==> src/rtl/tdc_enc_pkg.sv <==
// Shared types for the coarse/fine TDC encoder.
package tdc_enc_pkg;

    // Measurement phase inside one acquisition frame.
    typedef enum logic [1:0] {
        PH_IDLE = 2'd0,
        PH_RUN  = 2'd1,
        PH_DONE = 2'd2
    } phase_e;

endpackage

==> src/rtl/tdc_therm_count.sv <==
// Fine encoder: counts the ones among the live taps of the delay-chain
// snapshot. Counting ones makes a single bubble harmless.
// Assumes TAPS is a power of two. The top tap is a dummy and is not counted.
module tdc_therm_count #(
    parameter int TAPS   = 16,
    parameter int FINE_W = $clog2(TAPS)
) (
    input  logic [TAPS-2:0]   live_taps,
    output logic [FINE_W-1:0] fine
);
    localparam int LIVE = TAPS - 1;

    logic [FINE_W-1:0] part [0:LIVE];

    // Running sum through the chain, one adder stage per live tap.
    assign part[0] = '0;
    for (genvar i = 0; i < LIVE; i++) begin : g_sum
        assign part[i+1] = part[i] + FINE_W'(live_taps[i]);
    end

    assign fine = part[LIVE];
endmodule

==> src/rtl/tdc_sat_counter.sv <==
// Coarse counter: synchronous clear, conditional increment, and a hold at
// the all-ones value. Exposes the next value so that a result can be
// latched on the same edge that performs the last increment.
module tdc_sat_counter #(
    parameter int W = 6
) (
    input  logic         clk,
    input  logic         rst_n,
    input  logic         clr,
    input  logic         inc,
    output logic [W-1:0] cnt_q,
    output logic [W-1:0] cnt_nx
);
    localparam logic [W-1:0] TOP = '1;

    // Next value: clear wins, otherwise increment unless already saturated.
    always_comb begin
        if (clr)
            cnt_nx = '0;
        else if (inc && (cnt_q != TOP))
            cnt_nx = cnt_q + W'(1);
        else
            cnt_nx = cnt_q;
    end

    // Count register.
    always_ff @(posedge clk) begin
        if (!rst_n)
            cnt_q <= '0;
        else
            cnt_q <= cnt_nx;
    end
endmodule

==> src/rtl/tdc_frame_ctrl.sv <==
// Frame controller: arms on clear, captures the fine value at the first hit,
// closes on stop, and holds the packed result until the next clear.
// In counting mode the RUN phase is skipped and hits feed the counter.
// Assumes count_mode stays constant within a frame.
module tdc_frame_ctrl
    import tdc_enc_pkg::*;
#(
    parameter int COARSE_W = 6,
    parameter int FINE_W   = 4,
    parameter int CODE_W   = COARSE_W + FINE_W
) (
    input  logic                clk,
    input  logic                rst_n,
    input  logic                acq_clr,
    input  logic                count_mode,
    input  logic                hit,
    input  logic                stop,
    input  logic [FINE_W-1:0]   fine_now,
    input  logic [COARSE_W-1:0] cnt_nx,
    output logic                cnt_clr,
    output logic                cnt_inc,
    output logic [CODE_W-1:0]   code_q,
    output logic                valid_q
);
    phase_e            phase_q;
    logic [FINE_W-1:0] fine_q;

    // Counter control: restart on frame clear or at the timing capture edge.
    always_comb begin
        cnt_clr = acq_clr || (!count_mode && (phase_q == PH_IDLE) && hit);
        if (count_mode)
            cnt_inc = hit && (phase_q != PH_DONE);
        else
            cnt_inc = (phase_q == PH_RUN);
    end

    // Phase, captured fine value and held result.
    always_ff @(posedge clk) begin
        if (!rst_n || acq_clr) begin
            phase_q <= PH_IDLE;
            fine_q  <= '0;
            code_q  <= '0;
            valid_q <= 1'b0;
        end else begin
            case (phase_q)
                PH_IDLE: begin
                    if (count_mode) begin
                        if (stop) begin
                            code_q  <= {cnt_nx, FINE_W'(0)};
                            valid_q <= 1'b1;
                            phase_q <= PH_DONE;
                        end
                    end else if (hit && stop) begin
                        code_q  <= {COARSE_W'(0), fine_now};
                        valid_q <= 1'b1;
                        phase_q <= PH_DONE;
                    end else if (hit) begin
                        fine_q  <= fine_now;
                        phase_q <= PH_RUN;
                    end else if (stop) begin
                        phase_q <= PH_DONE;
                    end
                end
                PH_RUN: begin
                    if (stop) begin
                        code_q  <= {cnt_nx, fine_q};
                        valid_q <= 1'b1;
                        phase_q <= PH_DONE;
                    end
                end
                default: begin
                    phase_q <= PH_DONE;
                end
            endcase
        end
    end
endmodule

==> src/rtl/tdc_pixel_encoder.sv <==
// Top of the coarse/fine TDC encoder. Ties together the fine thermometer
// counter, the saturating coarse counter and the frame controller.
// Assumes hit and stop are already synchronous to clk, and that taps is
// stable at the edge where the hit is first seen.
module tdc_pixel_encoder #(
    parameter int TAPS     = 16,
    parameter int COARSE_W = 6
) (
    input  logic                                 clk,
    input  logic                                 rst_n,
    input  logic                                 acq_clr,
    input  logic                                 count_mode,
    input  logic                                 hit,
    input  logic [TAPS-1:0]                      taps,
    input  logic                                 stop,
    output logic [COARSE_W+$clog2(TAPS)-1:0]     code,
    output logic                                 code_valid
);
    localparam int FINE_W = $clog2(TAPS);
    localparam int CODE_W = COARSE_W + FINE_W;

    logic [FINE_W-1:0]   fine_now;
    logic [COARSE_W-1:0] cnt_q;
    logic [COARSE_W-1:0] cnt_nx;
    logic                cnt_clr;
    logic                cnt_inc;
    logic                dummy_tap_unused;
    logic [COARSE_W-1:0] cnt_q_unused;

    // The top tap only balances the load on the chain.
    assign dummy_tap_unused = taps[TAPS-1];
    assign cnt_q_unused     = cnt_q;

    tdc_therm_count #(
        .TAPS   (TAPS),
        .FINE_W (FINE_W)
    ) u_fine (
        .live_taps (taps[TAPS-2:0]),
        .fine      (fine_now)
    );

    tdc_sat_counter #(
        .W (COARSE_W)
    ) u_coarse (
        .clk    (clk),
        .rst_n  (rst_n),
        .clr    (cnt_clr),
        .inc    (cnt_inc),
        .cnt_q  (cnt_q),
        .cnt_nx (cnt_nx)
    );

    tdc_frame_ctrl #(
        .COARSE_W (COARSE_W),
        .FINE_W   (FINE_W),
        .CODE_W   (CODE_W)
    ) u_ctrl (
        .clk        (clk),
        .rst_n      (rst_n),
        .acq_clr    (acq_clr),
        .count_mode (count_mode),
        .hit        (hit),
        .stop       (stop),
        .fine_now   (fine_now),
        .cnt_nx     (cnt_nx),
        .cnt_clr    (cnt_clr),
        .cnt_inc    (cnt_inc),
        .code_q     (code),
        .valid_q    (code_valid)
    );
endmodule

==> config.mk <==
export PLATFORM = sky130hd
export DESIGN_NAME = tdc_pixel_encoder
export DESIGN_NICKNAME = d
export VERILOG_FILES = /design/src/rtl/tdc_enc_pkg.sv /design/src/rtl/tdc_therm_count.sv /design/src/rtl/tdc_sat_counter.sv /design/src/rtl/tdc_frame_ctrl.sv /design/src/rtl/tdc_pixel_encoder.sv
export SDC_FILE = /design/constraint.sdc
export NUM_CORES = 1
export LEC_CHECK = 0
export ABC_AREA = 1
export BUFFER_PORTS_ARGS = -buffer_cell sky130_fd_sc_hd__buf_2
export CORE_MARGIN = 1.5
export CORE_UTILIZATION = 53
export DETAILED_ROUTE_END_ITERATION = 10
export PLACE_DENSITY = 0.89
export SKIP_LAST_GASP = 1
export SLEW_MARGIN = 40
export SYNTH_ARGS = -nofsm -noshare
export SYNTH_HDL_FRONTEND = slang
export SYNTH_SLANG_ARGS = --single-unit
==> constraint.sdc <==
create_clock -name clk -period 4.5 [get_ports clk]
set_input_delay 0.675 -clock clk [delete_from_list [all_inputs] [get_ports clk]]
set_output_delay 0.675 -clock clk [all_outputs]
set_load 0.02 [all_outputs]
# ---- Word level (Yosys, flattened, before mapping)
# Cells that the tools add are included.
dict set report totals {
  elab_cells 59
  input_bits 22
  ff_bits 23
}
dict set report op_classes {
  add_sub_neg 15
  n_reduce_logical 14
  n_eq_ne 6
  n_bitwise 2
  n_mux 17
}
# operator count
set ops {}
lappend ops {{adder 4 x 1 -> 4 bit} 13}
lappend ops {{two-way mux 10 bit} 4}
lappend ops {{case mux 10 bit (2 select lines)} 1}
lappend ops {{two-way mux 6 bit} 2}
lappend ops {{two-way mux 2 bit} 4}
lappend ops {{AND reduction 4 bit} 2}
lappend ops {{adder 6 x 1 -> 6 bit (second input constant)} 1}
lappend ops {{!= test 3 bit (second input constant)} 2}
lappend ops {{!= test 6 bit (second input constant)} 1}
lappend ops {{logical AND 1 bit} 5}
lappend ops {{two-way mux 1 bit} 4}
lappend ops {{!= test 2 bit (second input constant)} 2}
lappend ops {{case mux 2 bit (2 select lines)} 1}
lappend ops {{adder 1 x 1 -> 2 bit} 1}
lappend ops {{== test 2 x 1 -> 1 bit (second input constant)} 1}
lappend ops {{zero test 1 bit} 2}
lappend ops {{zero test 2 bit} 1}
lappend ops {{logical OR 1 bit} 2}
lappend ops {{NOT 1 bit} 2}
lappend ops {{case mux 1 bit (2 select lines)} 1}
lappend ops {{AND reduction 2 bit} 1}
lappend ops {{nonzero test 2 bit} 1}

# ---- Logic depth before layout (Yosys ltp)
# Gate-level depths: netlist of the first run.
dict set report depth {
  word_depth 17
  ltp_mapped 12
}

# ---- Modules after synthesis
# From an unflattened synthesis of the first run, not the netlist that was laid out.
dict set report hier_totals {
  cells_unflattened 214
  area_unflattened_um2 1480.2
}
# mod area_per_inst_um2 instances cells_each
set modules_own_cells {}
lappend modules_own_cells {tdc_frame_ctrl 785.8 1 119}
lappend modules_own_cells {tdc_sat_counter 367.9 1 58}
lappend modules_own_cells {tdc_therm_count 326.6 1 37}

# ---- Worst setup path after synthesis of the first run
# No wires, ideal clock.
dict set report synth_timing {
  kind {input port to flip-flop}
  startpoint {input taps[2]}
  endpoint {register u_ctrl.code_q[2]}
  t_required_ps 4384
  path_buffers 0
  setup_slack_ps 729
  setup_time_ps 116
  arrival_time_ps 3655
  cell_stages 12
  cell_sequence {fa_1 > inv_1 > fa_1 > fa_1 > fa_1 > inv_1 > ha_1 > fa_1 > xnor2_1 > o21ai_0 > nor2_1 > nor2_1}
}
dict set report synth_between {
  elab_chain_len 16
}
# element line_no
set synth_rtl {}
lappend synth_rtl {{from (decl)} tdc_pixel_encoder.sv:14} ;# input logic [TAPS-1:0] taps,
lappend synth_rtl {{adder 4 x 1 -> 4 bit (13 in a row)} tdc_therm_count.sv:18} ;# assign part[i+1] = part[i] + FINE_W'(live_taps[i]);
lappend synth_rtl {{two-way mux 10 bit} tdc_frame_ctrl.sv:53} ;# end else if (hit && stop) begin
lappend synth_rtl {{two-way mux 10 bit} tdc_frame_ctrl.sv:47} ;# if (count_mode) begin
lappend synth_rtl {{case mux 10 bit (2 select lines)} tdc_frame_ctrl.sv:45} ;# case (phase_q)
lappend synth_rtl {{to (signal assigned)} tdc_frame_ctrl.sv:49} ;# code_q <= {cnt_nx, FINE_W'(0)};
lappend synth_rtl {{to (signal assigned)} tdc_frame_ctrl.sv:54} ;# code_q <= {COARSE_W'(0), fine_now};
lappend synth_rtl {{to (signal assigned)} tdc_frame_ctrl.sv:66} ;# code_q <= {cnt_nx, fine_q};
lappend synth_rtl {{to (decl)} tdc_frame_ctrl.sv:22} ;# output logic [CODE_W-1:0] code_q,
# Every way passes these cells. The select of a mux whose other input is x is not followed.
# A chain may end at the register's enable or synchronous reset.

# ---- Worst setup path in the final report of the first run
# Ends and elaborated chain as after synthesis.

==> results.cfg, run 1 <==
[run_status]
outcome = finished clean

[critical_path]
critPathMostFrequentCell = fa_1
end_kind = flop
crit_arrival_ns = 3.93
crit_chain = buf_2 -> fa_1 -> inv_1 -> fa_1 -> fa_1 -> fa_1 -> inv_1 -> ha_1 -> fa_1 -> xnor2_1 -> o21ai_0 -> nor2_1 -> nor2_1
cp_slowest_stage_delay_ns = 0.53
critical-path-slowest-cell = fa_1
path_class = input port to flop
crit_fanout = 2
worstPathRequired_ns = 4.73
regToRegSetupSlack_ns = 3.12
start_kind = input port

[clocking]
htreeDepth = 1
cts_setup_buffers = 0
cts_hold_buf = 0
tritoncts = built
path_clk_slew_ns = 0.13
cts_root_buf = clkbuf_4
cts.sinks = 23
clk_latency_ns = 0.33
cts_buffer_depth = 2
numCtsBuffers = 3
ctsResizeCount = 0

[logic_synthesis]
avgSynthCellArea_um2 = 7.58
synth_most_common_cell = nand2_1
synth.distinct_cells = 25
ys_seq_elements = 23
synth_area_um2 = 1480
ys_top_cells_by_area = dfxtp_1, fa_1, nand2_1, inv_1, nand3_1
synth_top_area_share_pct = 31.2
synthesis.nets = 233
yosys_most_used_dff = dfxtp_1
synth_edf_count = 0
netlist_top_cells_count = nand2_1, inv_1, dfxtp_1, nand3_1, nor2_1
yosysSeqAreaShare_pct = 31.2
synthCells = 195
yosys_warnings = 0
synthArstFlopShare_pct = 0
synth_area_leader_cell = dfxtp_1

[power_and_ir_drop]
p_comb_share_pct = 39.9
peakVddDrop_v = 0.000267
internal-power_uw = 326
powerDensity_nw_per_um2 = 307
power.share.sequential_pct = 40.8
finalPower_uw = 518
p_sw_uw = 193
p_sw_share_pct = 37.1
clkPwrFrac_pct = 19.3
p_leak_nw = 0.833

[sta]
timing.final.crit_share_pct = 82.1
setup_violations = 0
rsz0062_at_grt = no
drv_slew = 0
setup_ws_ns = 0.804
max-slew-margin-rel_pct = 66.7
fmax_ghz = 0.271
fin_crit_ns = 3.70
finClkSkew_ns = 0.00521
timing_worst_slew_pin_value_ns = 0.497
finalHoldViolations = 0
tns_ns = 0

[place]
port_buffers = 31
gp_congestion = 0.785
place_ws_ns = 0.456
place_hpwl_um = 2420

[routing]
firstDrtPassIters = 4
drtIter0Drc = 46
vias_per_cell = 5.29
routedWlPerCell_um = 11.9
finalWirelength_um = 3090
vias = 1370
final_antenna_net_count = 0
drc = 0

[cells_and_area]
drive_gt1_share_pct = 25.8
multi_input_area_um2 = 867
antenna_cells = 0
layout.filler_cells = 229
seqCellArea_um2 = 460
area_growth_pct = 14.1
nets = 268

[die]
die_area_um2 = 3110
core_um2 = 2570
rows = 18
io-pin-count = 33
die_x_um = 55.8
initial_core_util_pct = 57.6
die_height_um = 55.8

[global_route]
grt_usage_pct = 21.7
antenna_found_initial = 0
grt_pass1_vias = 1296
grt_overflow_total = 0
grt_pass1_wl_um = 5400
grt_max_degree = 14

[job]
drv_cap = 0

[min_path]
hp-class = flop to flop
## final cells by class
type	instances	share of cell area, %
sequential	23	27.3
clock buffer	3	1.34
tap	30	2.23
inverter	36	8.23
multi-input combinational	135	51.4
timing repair buffer	31	9.20
clock inverter	1	0.297
## power by group through the flow
stage	Sequential [mW]	Combinational, mW	Clock, mW
finish	0.211	0.207	0.100
global route	0.212	0.238	0.110
CTS	0.211	0.207	0.0996
detailed placement	0.216	0.206	0
global placement	0.216	0.193	0
floorplan	0.219	0.152	0
## layer usage
layer	wire length (um)	share of wire [%]	vias to the layer above	global-route usage, %
met5	0	0	-	0
met4	60	1.9	0	10.8
met3	144	4.7	5	1.63
met2	1500	48	46	35.9
met1	1390	45	627	28.7
li1	-	-	692	-
## worst paths after layout
path / from / to / depth (start not counted)
min: u_ctrl.valid_q / u_ctrl.valid_q / 2
min reg2reg: u_ctrl.valid_q / u_ctrl.valid_q / 2
max: taps[2] / u_ctrl.code_q[2] / 13
max reg2reg: u_coarse.cnt_q[0] / u_ctrl.code_q[9] / 9
## metrics by stage
| stage | instance area, um2 | hold WS [ns] | cells | utilization (%) |
|---|---|---|---|---|
| after floorplan | 1480 | 0.455 | 195 | - |
| after global placement | 1660 | 0.436 | 255 | 64.6 |
| after detailed placement | 1660 | 0.442 | 255 | 64.6 |
| after CTS | 1690 | 0.461 | 259 | 65.7 |
| after global routing | 1690 | 0.505 | 259 | 65.7 |
| final | 1690 | 0.456 | 259 | 65.7 |
## layout by cell type (no fill, tap or decap), drive strengths merged
cell type / netlist / routed
nand2: 44 / 44
inv: 35 / 35
buf: 1 / 31
dfxtp: 23 / 23
nor2: 21 / 21
nand3: 19 / 19
a21oi: 14 / 14
o21ai: 10 / 10
fa: 9 / 9
ha: 7 / 7
nand4: 5 / 5
clkbuf: 0 / 3
clkinv: 1 / 2
a31oi: 2 / 2
nand3b: 1 / 1
xor2: 1 / 1
o211ai: 1 / 1
xnor2: 1 / 1
## worst max-delay path: cells and delay by family
kind	cells	cell delay [ns]
AOI/OAI and AO/OA	1	0.11
xor gates and xnor gates	1	0.23
adders and majority gates	6	2.56
buffers and inverters	3	0.21
and+or+nand+nor	2	0.14
## logic make-up (layout without fill, tap and decap cells)
| family | after synthesis | after routing | synth area share (%) |
|---|---|---|---|
| xor+xnor | 2 | 2 | 1.19 |
| fa+ha+maj | 16 | 16 | 18.1 |
| flops | 23 | 23 | 31.2 |
| buf+inv | 37 | 71 | 10.2 |
| compound gates | 27 | 27 | 10.1 |
| simple gates | 90 | 90 | 29.3 |
## flip-flops by register name, summed over array words and instances, names as in the netlist
register and flops:
u_coarse.cnt_q 6, u_ctrl.valid_q 1, u_ctrl.code_q 10, u_ctrl.phase_q 2, u_ctrl.fine_q 4
Power figures use the tool's default switching activity.
==> run 2: changes to the inputs <==
- ABC_AREA: 1 -> 0
- PLACE_DENSITY: 0.89 -> 0.9
- clock period: 4.5 -> 3.8 ns (I/O delays scaled with it)
==> results.cfg, run 2 <==
[die]
io-pin-count = 33
initial_core_util_pct = 55.7
core_um2 = 2480
die_height_um = 54.0
rows = 18
die_x_um = 54.0
die_area_um2 = 2920

[clocking]
tritoncts = built
numCtsBuffers = 3
cts_root_buf = clkbuf_4
cts_setup_buffers = 0
path_clk_slew_ns = 0.12
htreeDepth = 1
cts.sinks = 23
cts_buffer_depth = 2
cts_hold_buf = 0
clk_latency_ns = 0.31

[place]
place_area_um2 = 1550
gp_congestion = 0.773
port_buffers = 31
place_hpwl_um = 2120

[critical_path]
crit_chain = buf_2 -> fa_1 -> inv_1 -> fa_1 -> fa_1 -> fa_1 -> inv_1 -> ha_1 -> fa_1 -> nor3b_2 -> a21oi_1 -> a211oi_2
worstPathRequired_ns = 4.00
critical-path-slowest-cell = fa_1
cp_slowest_stage_delay_ns = 0.53
crit_arrival_ns = 3.81
cp_num_buf_inv = 3
crit_fanout = 2
end_kind = flop
path_class = input port to flop
critPathMostFrequentCell = fa_1
start_kind = input port
critPathTopFamily = adder cells

[routing]
finalWirelength_um = 2640
final_antenna_net_count = 0
vias_per_cell = 5.37
drtIter0Drc = 17
vias = 1127
drc = 0
firstDrtPassIters = 4
routedWlPerCell_um = 12.6

[logic_synthesis]
yosys_most_used_dff = dfxtp_1
netlist_top_cells_count = dfxtp_1, nor2_1, inv_1, nand2_1, fa_1
synthCells = 148
synth_area_um2 = 1380
synth_most_common_cell = dfxtp_1
yosysSeqAreaShare_pct = 33.4
synth_edf_count = 0
ys_seq_elements = 23
yosys_warnings = 0
synth_area_leader_cell = dfxtp_1
synth.distinct_cells = 39
synth_top_area_share_pct = 33.4
avgSynthCellArea_um2 = 9.32
synthArstFlopShare_pct = 0
synthesis.nets = 186
ys_top_cells_by_area = dfxtp_1, fa_1, ha_1, nor2_1, inv_1

[sta]
timing_worst_slew_pin_value_ns = 0.528
rsz0062_at_grt = no
finClkSkew_ns = 0.00798
fin_crit_ns = 3.61
setup_violations = 0
max-slew-margin-rel_pct = 64.8
drv_slew = 0
tns_ns = 0
fmax_ghz = 0.277
finalHoldViolations = 0
timing.final.crit_share_pct = 95.1

[min_path]
hp-class = flop to flop

[cells_and_area]
nets = 219
post-route-util_pct = 64.3
largest_reg_flops = 10
largest-register = u_ctrl.code_q
layout_commonest_cell = buf_2
antenna_cells = 0
reg_top3 = u_ctrl.code_q (10), u_coarse.cnt_q (6), u_ctrl.fine_q (4)
final_cell_mix = buf_2, dfxtp_1, nor2_1
area_growth_pct = 15.4
drive_gt1_share_pct = 27.8
final_cell_area_um2 = 1590

[global_route]
grt_pass1_wl_um = 4710
grt_max_degree = 15
grt_pass1_vias = 1163
antenna_found_initial = 0
grt_usage_pct = 22.2
grt_overflow_total = 0

[power_and_ir_drop]
peakVddDrop_v = 0.000312
clkPwrFrac_pct = 17.6
p_sw_uw = 216
internal-power_uw = 416
p_leak_nw = 0.730
finalPower_uw = 632
p_sw_share_pct = 34.2
powerDensity_nw_per_um2 = 397
p_comb_share_pct = 42.5
power.share.sequential_pct = 39.9

[job]
drv_cap = 0

[run_status]
outcome = finished clean
-- run 2: cell count changes after synthesis, sizes merged, moves of 3 or more --
cell	change
mux2i	+6
nand2b	+3
inv	-18
nor3	+5
a211oi	+4
nand2	-33
nand4	-5
nand3	-17
a21oi	-5
o31ai	+3
o21ai	-6
-- run 2: power groups by stage --
stage	clock network, mW	registers (mW)	logic (mW)
2_1_floorplan	0	0.260	0.190
3_3_place_gp	0	0.257	0.240
3_5_place_dp	0	0.258	0.256
4_1_cts	0.115	0.252	0.256
5_1_grt	0.120	0.253	0.309
6_report	0.111	0.252	0.269
-- run 2: per-stage QoR --
step                      std cells  hold WS [ns]  setup WS (ns)
after floorplan                 148         0.461         0.0214
after global placement          206         0.433         -0.196
after detailed placement        206         0.439         -0.276
after CTS                       210         0.460         0.0578
after global routing            210         0.491         0.0180
final                           210         0.454          0.187
-- run 2: final timing paths --
| path | from | endpoint | slack [ns] | depth (start not counted) |
|---|---|---|---|---|
| hold / removal | u_ctrl.code_q[5] | u_ctrl.code_q[5] | 0.45 | 2 |
| setup / recovery | taps[2] | u_ctrl.code_q[1] | 0.19 | 12 |
| hold reg to reg | u_ctrl.code_q[5] | u_ctrl.code_q[5] | 0.45 | 2 |
| setup reg to reg | u_ctrl.phase_q[1] | u_ctrl.code_q[8] | 2.30 | 5 |
-- run 2: per-layer routing --
metal / part of all wire (%) / global-route usage, % / up-vias
li1: - / - / 560
met1: 39 / 22.4 / 542
met4: 0.87 / 5.83 / 0
met3: 3.6 / 5.28 / 5
met5: 0 / 0 / -
met2: 57 / 44.7 / 20
-- run 2: layout make-up --
type	count	area, um2
clock buffer	4	26.3
timing repair buffer	32	163
multi-input combinational	104	842
tap	30	37.5
fill	215	885
sequential	23	460
inverter	17	63.8
-- run 2: tightest hold or removal path, delay by kind of cell (launching register included) --
kind | cells | cell delay, ns
DFF | 1 | 0.32
and+or+nand+nor | 1 | 0.05
AOI/OAI and AO/OA | 1 | 0.05
-- run 2: cell families after synthesis --
logic type	synth area share (%)
fa+ha+maj	19.4
compound gates	13.7
simple gates	20.7
buf+inv	6.62
mux	4.35
flops	33.4
xor+xnor	1.90
-- run 2: repair_timing --
| action | in CTS | in global routing |
|---|---|---|
| resized for setup | 0 | 3 |
| endpoints found under the setup margin | 0 | 3 |
| hold endpoints to repair | 0 | 0 |
==> run 3: changes to the inputs <==
- CELL_PAD_IN_SITES_DETAIL_PLACEMENT: default -> 1
- CELL_PAD_IN_SITES_GLOBAL_PLACEMENT: default -> 1
- CORE_UTILIZATION: 53 -> 39
- MAX_ROUTING_LAYER: default -> met4
- PLACE_DENSITY: 0.9 -> 0.89
==> results.cfg, run 3 (synthesis results as in run 2) <==
[cells_and_area]
area_growth_pct = 18.4
drive_gt1_share_pct = 31.1
reg_top3 = u_ctrl.code_q (10), u_coarse.cnt_q (6), u_ctrl.fine_q (4)
nets = 219
layoutNonFillerInstCount = 226
largest_reg_flops = 10
layout.filler_cells = 439
final_cell_mix = buf_2, dfxtp_1, nor2_1
largest-register = u_ctrl.code_q
antenna_cells = 0
layout_commonest_cell = buf_2

[power_and_ir_drop]
peakVddDrop_v = 0.000279
p_leak_nw = 0.731
finalPower_uw = 683
p_comb_share_pct = 46.3
power.share.sequential_pct = 37.0
p_sw_uw = 250
powerDensity_nw_per_um2 = 418
p_sw_share_pct = 36.7
internal-power_uw = 432
clkPwrFrac_pct = 16.7

[critical_path]
crit_fanout = 2
start_kind = input port
path_class = input port to flop
crit_arrival_ns = 3.92
end_kind = flop
worstPathRequired_ns = 4.03

[sta]
timing.final.crit_share_pct = 97.1
max-slew-margin-rel_pct = 61.8
finClkSkew_ns = 0.0142
tns_ns = 0
finalHoldViolations = 0
fin_crit_ns = 3.69
timing_worst_slew_pin_value_ns = 0.573
rsz0062_at_grt = yes
fmax_ghz = 0.271
setup_violations = 0
drv_slew = 0

[global_route]
antenna_found_initial = 0
grt_overflow_total = 0
grt_pass1_wl_um = 5380
grt_max_degree = 15
grt_usage_pct = 17.3
grt_pass1_vias = 1250

[die]
initial_core_util_pct = 41.0
die_area_um2 = 3900
die_height_um = 62.5
io-pin-count = 33
die_x_um = 62.5
core_um2 = 3360
rows = 21

[clocking]
cts_buffer_depth = 2
clk_latency_ns = 0.32
cts_hold_buf = 0
numCtsBuffers = 3
cts_root_buf = clkbuf_4
path_clk_slew_ns = 0.13
cts.sinks = 23
cts_setup_buffers = 0
tritoncts = built
htreeDepth = 1

[run_status]
outcome = finished clean

[place]
place_hpwl_um = 2570
port_buffers = 31
gp_congestion = 0.747
dp.cells = 222

[min_path]
hp-class = flop to flop

[routing]
vias = 1130
drtIter0Drc = 16
vias_per_cell = 5.00
routedWlPerCell_um = 14.8
firstDrtPassIters = 4
drc = 0
final_antenna_net_count = 0
finalWirelength_um = 3340

[job]
drv_cap = 0
run 3: critical path: stages:
cell and delay, ns:
buf_2 0.11, fa_1 0.53, inv_1 0.05, fa_1 0.51
fa_2 0.46, fa_1 0.50, inv_1 0.05, ha_2 0.18
fa_2 0.54, nor3b_2 0.16, a21oi_1 0.07, a211oi_2 0.20
run 3: metal layers:
| metal | vias to the layer above | global-route usage, % | share of wire (%) |
|---|---|---|---|
| li1 | 556 | - | - |
| met1 | 555 | 17.2 | 37 |
| met2 | 15 | 35.1 | 60 |
| met3 | 4 | 3.24 | 2.3 |
| met4 | 0 | 2.50 | 0.75 |
| met5 | - | - | 0 |
run 3: power by group through the flow:
stage,clock network (mW),registers (mW),logic (mW)
after CTS,0.118,0.253,0.266
after floorplan,0,0.260,0.190
final,0.114,0.253,0.316
after detailed placement,0,0.258,0.264
after global routing,0.124,0.254,0.352
after global placement,0,0.257,0.244
run 3: area by class of cell:
type                    count  area [um2]  share of cell area, %
multi-input cells         104         862                   52.8
flip-flops and latches     23         460                   28.2
repair buffers             32         163                   9.95
inverters                  17        63.8                   3.91
well taps                  46        57.6                   3.52
clock buffers               3        22.5                   1.38
clock inverters             1        5.00                  0.306
run 3: path summary, 6_finish.rpt:
check,from,endpoint,slack [ns],cells after the start
min,u_ctrl.code_q[5],u_ctrl.code_q[5],0.46,2
max reg2reg,u_ctrl.phase_q[0],u_ctrl.code_q[2],2.15,4
min reg2reg,u_ctrl.code_q[5],u_ctrl.code_q[5],0.46,2
max,taps[2],u_ctrl.code_q[1],0.11,12
run 3: what timing repair did:
action / 4_1_cts / 5_1_grt
setup endpoints to repair: 0 / 3
endpoints found under the hold margin: 0 / 0
gates resized for setup: 0 / 8
run 3: metrics by stage:
stage	area [um2]	setup WS [ns]	utilization [%]	hold WS (ns)
after floorplan	1380	0.0214	-	0.461
after global placement	1570	-0.212	46.8	0.437
after detailed placement	1570	-0.294	46.8	0.443
after CTS	1600	0.0269	47.6	0.469
after global routing	1630	-0.0268	48.6	0.481
final	1630	0.109	48.6	0.461
